[src/rtl/ir_carrier_pkg.sv]
package ir_carrier_pkg;

  typedef enum logic [1:0] {
    SRC_SYS   = 2'd0,
    SRC_XTAL3 = 2'd1,
    SRC_US1   = 2'd2,
    SRC_US10  = 2'd3
  } tick_src_e;

  typedef enum logic {
    PH_ON  = 1'b0,
    PH_OFF = 1'b1
  } phase_e;

endpackage

[src/rtl/ir_tick_sel.sv]
module ir_tick_sel
  import ir_carrier_pkg::*;
#(
  parameter int unsigned XTAL_DIV = 3
) (
  input  logic      clk_i,
  input  logic      rst_ni,
  input  logic      clr_i,
  input  tick_src_e src_i,
  input  logic      xtal_en_i,
  input  logic      tick_1us_i,
  input  logic      tick_10us_i,
  output logic      tick_o
);

  localparam int unsigned DIV_W = (XTAL_DIV > 2) ? $clog2(XTAL_DIV) : 1;
  localparam logic [DIV_W-1:0] DIV_LAST = DIV_W'(XTAL_DIV - 1);

  logic [DIV_W-1:0] div_q;
  logic             div_wrap;
  logic             xtal_tick;

  assign div_wrap  = (div_q == DIV_LAST);
  assign xtal_tick = xtal_en_i & div_wrap;

  always_ff @(posedge clk_i or negedge rst_ni) begin
    if (!rst_ni) begin
      div_q <= '0;
    end else if (clr_i) begin
      div_q <= '0;
    end else if (xtal_en_i) begin
      div_q <= div_wrap ? '0 : div_q + 1'b1;
    end
  end

  always_comb begin
    unique case (src_i)
      SRC_SYS:   tick_o = 1'b1;
      SRC_XTAL3: tick_o = xtal_tick;
      SRC_US1:   tick_o = tick_1us_i;
      SRC_US10:  tick_o = tick_10us_i;
      default:   tick_o = 1'b0;
    endcase
  end

endmodule

[src/rtl/ir_count_shadow.sv]
module ir_count_shadow #(
  parameter int unsigned CNT_W = 16
) (
  input  logic               clk_i,
  input  logic               rst_ni,
  input  logic               load_i,
  input  logic [2*CNT_W-1:0] word_i,
  output logic [CNT_W-1:0]   on_m1_o,
  output logic [CNT_W-1:0]   off_m1_o
);

  logic [2*CNT_W-1:0] word_q;

  always_ff @(posedge clk_i or negedge rst_ni) begin
    if (!rst_ni)     word_q <= '0;
    else if (load_i) word_q <= word_i;
  end

  assign on_m1_o  = word_q[2*CNT_W-1:CNT_W];
  assign off_m1_o = word_q[CNT_W-1:0];

endmodule

[src/rtl/ir_phase_ctr.sv]
module ir_phase_ctr
  import ir_carrier_pkg::*;
#(
  parameter int unsigned CNT_W = 16
) (
  input  logic             clk_i,
  input  logic             rst_ni,
  input  logic             run_i,
  input  logic             tick_i,
  input  logic [CNT_W-1:0] on_m1_i,
  input  logic [CNT_W-1:0] off_m1_i,
  output logic             on_o,
  output logic             last_o
);

  phase_e           phase_q;
  logic [CNT_W-1:0] cnt_q;
  logic             on_done;
  logic             off_done;

  assign on_done  = (phase_q == PH_ON)  && (cnt_q == on_m1_i);
  assign off_done = (phase_q == PH_OFF) && (cnt_q == off_m1_i);

  always_ff @(posedge clk_i or negedge rst_ni) begin
    if (!rst_ni) begin
      phase_q <= PH_ON;
      cnt_q   <= '0;
    end else if (!run_i) begin
      phase_q <= PH_ON;
      cnt_q   <= '0;
    end else if (tick_i) begin
      if (on_done) begin
        phase_q <= PH_OFF;
        cnt_q   <= '0;
      end else if (off_done) begin
        phase_q <= PH_ON;
        cnt_q   <= '0;
      end else begin
        cnt_q <= cnt_q + 1'b1;
      end
    end
  end

  assign on_o   = (phase_q == PH_ON);
  assign last_o = run_i & tick_i & off_done;

endmodule

[src/rtl/ir_carrier_gen.sv]
module ir_carrier_gen
  import ir_carrier_pkg::*;
#(
  parameter int unsigned CNT_W    = 16,
  parameter int unsigned XTAL_DIV = 3
) (
  input  logic               clk_i,
  input  logic               rst_ni,
  input  logic               tick_1us_i,
  input  logic               tick_10us_i,
  input  logic               xtal_en_i,
  input  logic [2*CNT_W-1:0] count_word_i,
  input  logic               en_i,
  input  logic               init_high_i,
  input  logic [1:0]         src_sel_i,
  output logic               carrier_o,
  output logic               period_end_o
);

  logic             run;
  logic             tick;
  logic             last;
  logic             phase_on;
  logic [CNT_W-1:0] on_m1;
  logic [CNT_W-1:0] off_m1;

  assign run = en_i & ~init_high_i;

  ir_tick_sel #(
    .XTAL_DIV (XTAL_DIV)
  ) u_tick_sel (
    .clk_i       (clk_i),
    .rst_ni      (rst_ni),
    .clr_i       (~run),
    .src_i       (tick_src_e'(src_sel_i)),
    .xtal_en_i   (xtal_en_i),
    .tick_1us_i  (tick_1us_i),
    .tick_10us_i (tick_10us_i),
    .tick_o      (tick)
  );

  // shadow follows the word while idle, then only at period boundaries
  ir_count_shadow #(
    .CNT_W (CNT_W)
  ) u_shadow (
    .clk_i    (clk_i),
    .rst_ni   (rst_ni),
    .load_i   (~run | last),
    .word_i   (count_word_i),
    .on_m1_o  (on_m1),
    .off_m1_o (off_m1)
  );

  ir_phase_ctr #(
    .CNT_W (CNT_W)
  ) u_phase (
    .clk_i    (clk_i),
    .rst_ni   (rst_ni),
    .run_i    (run),
    .tick_i   (tick),
    .on_m1_i  (on_m1),
    .off_m1_i (off_m1),
    .on_o     (phase_on),
    .last_o   (last)
  );

  assign carrier_o    = run ? phase_on : init_high_i;
  assign period_end_o = last;

endmodule

[config.mk]
export PLATFORM = sky130hd
export DESIGN_NAME = ir_carrier_gen
export DESIGN_NICKNAME = d
export VERILOG_FILES = /design/src/rtl/ir_carrier_pkg.sv /design/src/rtl/ir_tick_sel.sv /design/src/rtl/ir_count_shadow.sv /design/src/rtl/ir_phase_ctr.sv /design/src/rtl/ir_carrier_gen.sv
export SDC_FILE = /design/constraint.sdc
export NUM_CORES = 1
export LEC_CHECK = 0
export ABC_AREA = 1
export CAP_MARGIN = 20
export CORE_MARGIN = 4
export CORE_UTILIZATION = 25
export DETAILED_ROUTE_END_ITERATION = 8
export GPL_TIMING_DRIVEN = 1
export PLACE_DENSITY = 0.41
export SYNTH_ARGS = -nofsm -noshare
export SYNTH_HDL_FRONTEND = slang
export SYNTH_SLANG_ARGS = --single-unit
[constraint.sdc]
create_clock -name clk_i -period 3.4 [get_ports clk_i]
set_input_delay 0.85 -clock clk_i [delete_from_list [all_inputs] [get_ports clk_i]]
set_output_delay 0.85 -clock clk_i [all_outputs]
set_load 0.01 [all_outputs]
==> results_dict.tcl <==
set metrics [dict create \
    clkPwrFrac 0.364 \
    grt_first_pass_wirelength_mm 13.4 \
    nNetsFinal 530 \
    post_cts_resized 0 \
    rsz0062_at_grt "no" \
    power.share.combinational 0.169 \
    ff2ff_setup_slack_ns 1.30 \
    finalSetupTns_ns 0 \
    cts_buffer_depth 2 \
    required_ns 2.55 \
    grt_start_max_net_pins 52 \
    max_cap_viol_count 0 \
    netlist_area_um2 3000 \
    first_pass_iters 4 \
    multi_input_area_um2 1440 \
    drive_gt1_frac 0.0470 \
    p_switching_uw 404 \
    drc 0 \
    critical_path_class "in2out" \
    drt-wirelength-per-cell_um 12.5 \
    hold_path.class "reg2reg" \
    ctsRootBufferMaster "clkbuf_16" \
    fill_cells 1286 \
    layout_commonest_cell "nand2_1" \
    cts.clk_slew.worst_paths_ns 0.07 \
    setup-violations-final 0 \
    hpwl_mm 5.99 \
    regArea_um2 1280 \
    maxSlewHeadroom 0.746 \
    ys_seq_area_frac 0.425 \
    first_global_vias 2734 \
    overflow 0 \
    clock_skew_ns 0.00571 \
    max_freq_ghz 0.312 \
    route.antenna.remaining_nets 0 \
    finalCritPeriodShare 0.941 \
    clkLatencyLatePin_ns 0.29 \
    die_y_um 118 \
    cp_max_fo 4 \
    postRouteWirelength_mm 7.91 \
    initial_utilization 0.259 \
    ys_warn_count 0 \
    rr_startpoint "u_phase.cnt_q[12]" \
    syn_avg_cell_area_um2 6.74 \
    drt_iter0_markers 174 \
    cp-end-kind "output port" \
    synthDistinctLibCells 24 \
    die_w_um 118 \
    antenna_cells 0 \
    via_count 2729 \
    final_cell_mix "nand2_1, nor2_1, inv_1, dfrtp_1, nand3_1" \
    layout_setup_ws_ns 0.200 \
    reg2reg_to "u_shadow.word_q[29]" \
    startpoint "xtal_en_i" \
    p_per_area_nw_per_um2 398 \
    dpl_cell_area_um2 3550 \
    syn_inst 445 \
    synth-seq-cells 51 \
    cts.hold.buffers_added 0 \
    cts_tree "done" \
    vdd_drop_max_mv 0.173 \
    r2r_cells 9 \
    coreArea_um2 11600 \
    cts_setup_buffers 0 \
    fin_crit_ns 3.20 \
    grt.total_usage 0.118 \
    cts_inserted_buffers 5 \
    cp.arrival_ns 2.35 \
    critPathCapture "period_end_o" \
    status "finished clean" \
    antenna_found_initial 0 \
    finalPower_mw 1.48 \
    finalHoldViolations 0 \
    switching_share 0.273 \
    worstMarginPinSlew_ns 0.379 \
    p_seq_frac 0.467 \
    cts_max_level 2 \
    setup.worst_path.start_class "primary input" \
    rows 39 \
    area_delta_synth_final_pct 23.8 \
    post-place-ws_ns 0.205 \
    place_congestion 0.813 \
    die-area_um2 13800 \
    finalMaxSlewViolations 0 \
    tritoncts_num_sinks 51 \
    p_leak_nw 1.86 \
    via_per_inst 4.32 \
    synth.net_count 487 \
    p_int_mw 1.08 \
    finalInstanceArea_um2 3710 \
    io-pin-count 43 \
    io_buffers 42 \
]
per-stage QoR:
stage                      util  cells  hold WS [ns]
after detailed placement  0.307    624         0.473
after CTS                 0.321    632         0.490
after floorplan               -    445         0.442
after global routing      0.321    632         0.513
final                     0.321    632         0.480
after global placement    0.307    624         0.463
layout make-up:
| type | count | share of cell area |
|---|---|---|
| Sequential cell | 51 | 0.344 |
| Clock buffer | 7 | 0.0411 |
| Timing Repair Buffer | 47 | 0.125 |
| Multi-Input combinational cell | 330 | 0.386 |
| Clock inverter | 1 | 0.00202 |
| Tap cell | 143 | 0.0482 |
| Inverter | 53 | 0.0536 |
critical path: stages:
cell	delay, ns
clkdlybuf4s50_1	0.50
nand3_1	0.09
nand2_1	0.06
nand2_1	0.10
nor3_1	0.18
clkdlybuf4s50_1	0.56
power by group through the flow:
stage / sequential [mW] / clock [mW] / combinational (mW)
floorplan: 0.688 / 0 / 0.161
global placement: 0.704 / 0 / 0.255
detailed placement: 0.703 / 0 / 0.256
CTS: 0.692 / 0.554 / 0.257
global route: 0.699 / 0.580 / 0.293
finish: 0.691 / 0.538 / 0.250
flip-flops by register name, indices dropped and copies added (netlist names):
register          count
u_tick_sel.div_q      2
u_phase.cnt_q        16
u_phase.phase_q       1
u_shadow.word_q      32
cells by family after synthesis:
| kind of cell | Yosys count | synth area share |
|---|---|---|
| and+or+nand+nor | 302 | 0.412 |
| buffers and inverters | 64 | 0.0963 |
| DFF | 51 | 0.425 |
| AOI/OAI and AO/OA | 16 | 0.0296 |
| xor gates and xnor gates | 11 | 0.0321 |
| adders and majority gates | 1 | 0.00417 |
layer usage:
layer	GRT usage	vias up	part of all wire
met5	0	-	0
met4	0.0330	0	0.013
met3	0.0216	6	0.040
met2	0.183	55	0.44
met1	0.167	1224	0.51
li1	-	1444	-
synth_stat cells:
master    instances  area, um^2
o21bai_1          1        7.51
nand3_2           2        20.0
nand2_2           1        6.26
ha_1              1        12.5
nand4_1           4        25.0
nand3_1          43         215
buf_4             4        30.0
nor3_1            4        20.0
nor2_1           53         199
inv_2             2        7.51
buf_6             4        45.0
nand2_1         191         717
buf_2             3        15.0
nand2_4           2        22.5
or2_2             1        6.26
dfrtp_1          51        1280
xnor2_1           4        35.0
o21ai_0          12        60.1
a21oi_1           1        5.00
o211ai_1          1        7.51
nor2_2            1        6.26
xor2_1            7        61.3
a221oi_1          1        8.76
inv_1            51         191
how the worst min path moves through the flow:
| stage | startpoint | endpoint | slack (ns) | cells past startpoint |
|---|---|---|---|---|
| after floorplan | u_shadow.word_q[16] | u_shadow.word_q[16] | 0.44 | 2 |
| after global placement | u_shadow.word_q[31] | u_shadow.word_q[31] | 0.46 | 2 |
| after detailed placement | u_shadow.word_q[16] | u_shadow.word_q[16] | 0.47 | 2 |
| after CTS | u_shadow.word_q[16] | u_shadow.word_q[16] | 0.49 | 2 |
| after global routing | u_shadow.word_q[31] | u_shadow.word_q[31] | 0.51 | 2 |
| final | u_shadow.word_q[16] | u_shadow.word_q[16] | 0.48 | 2 |
No activity file was read; power rests on OpenSTA's default activity.
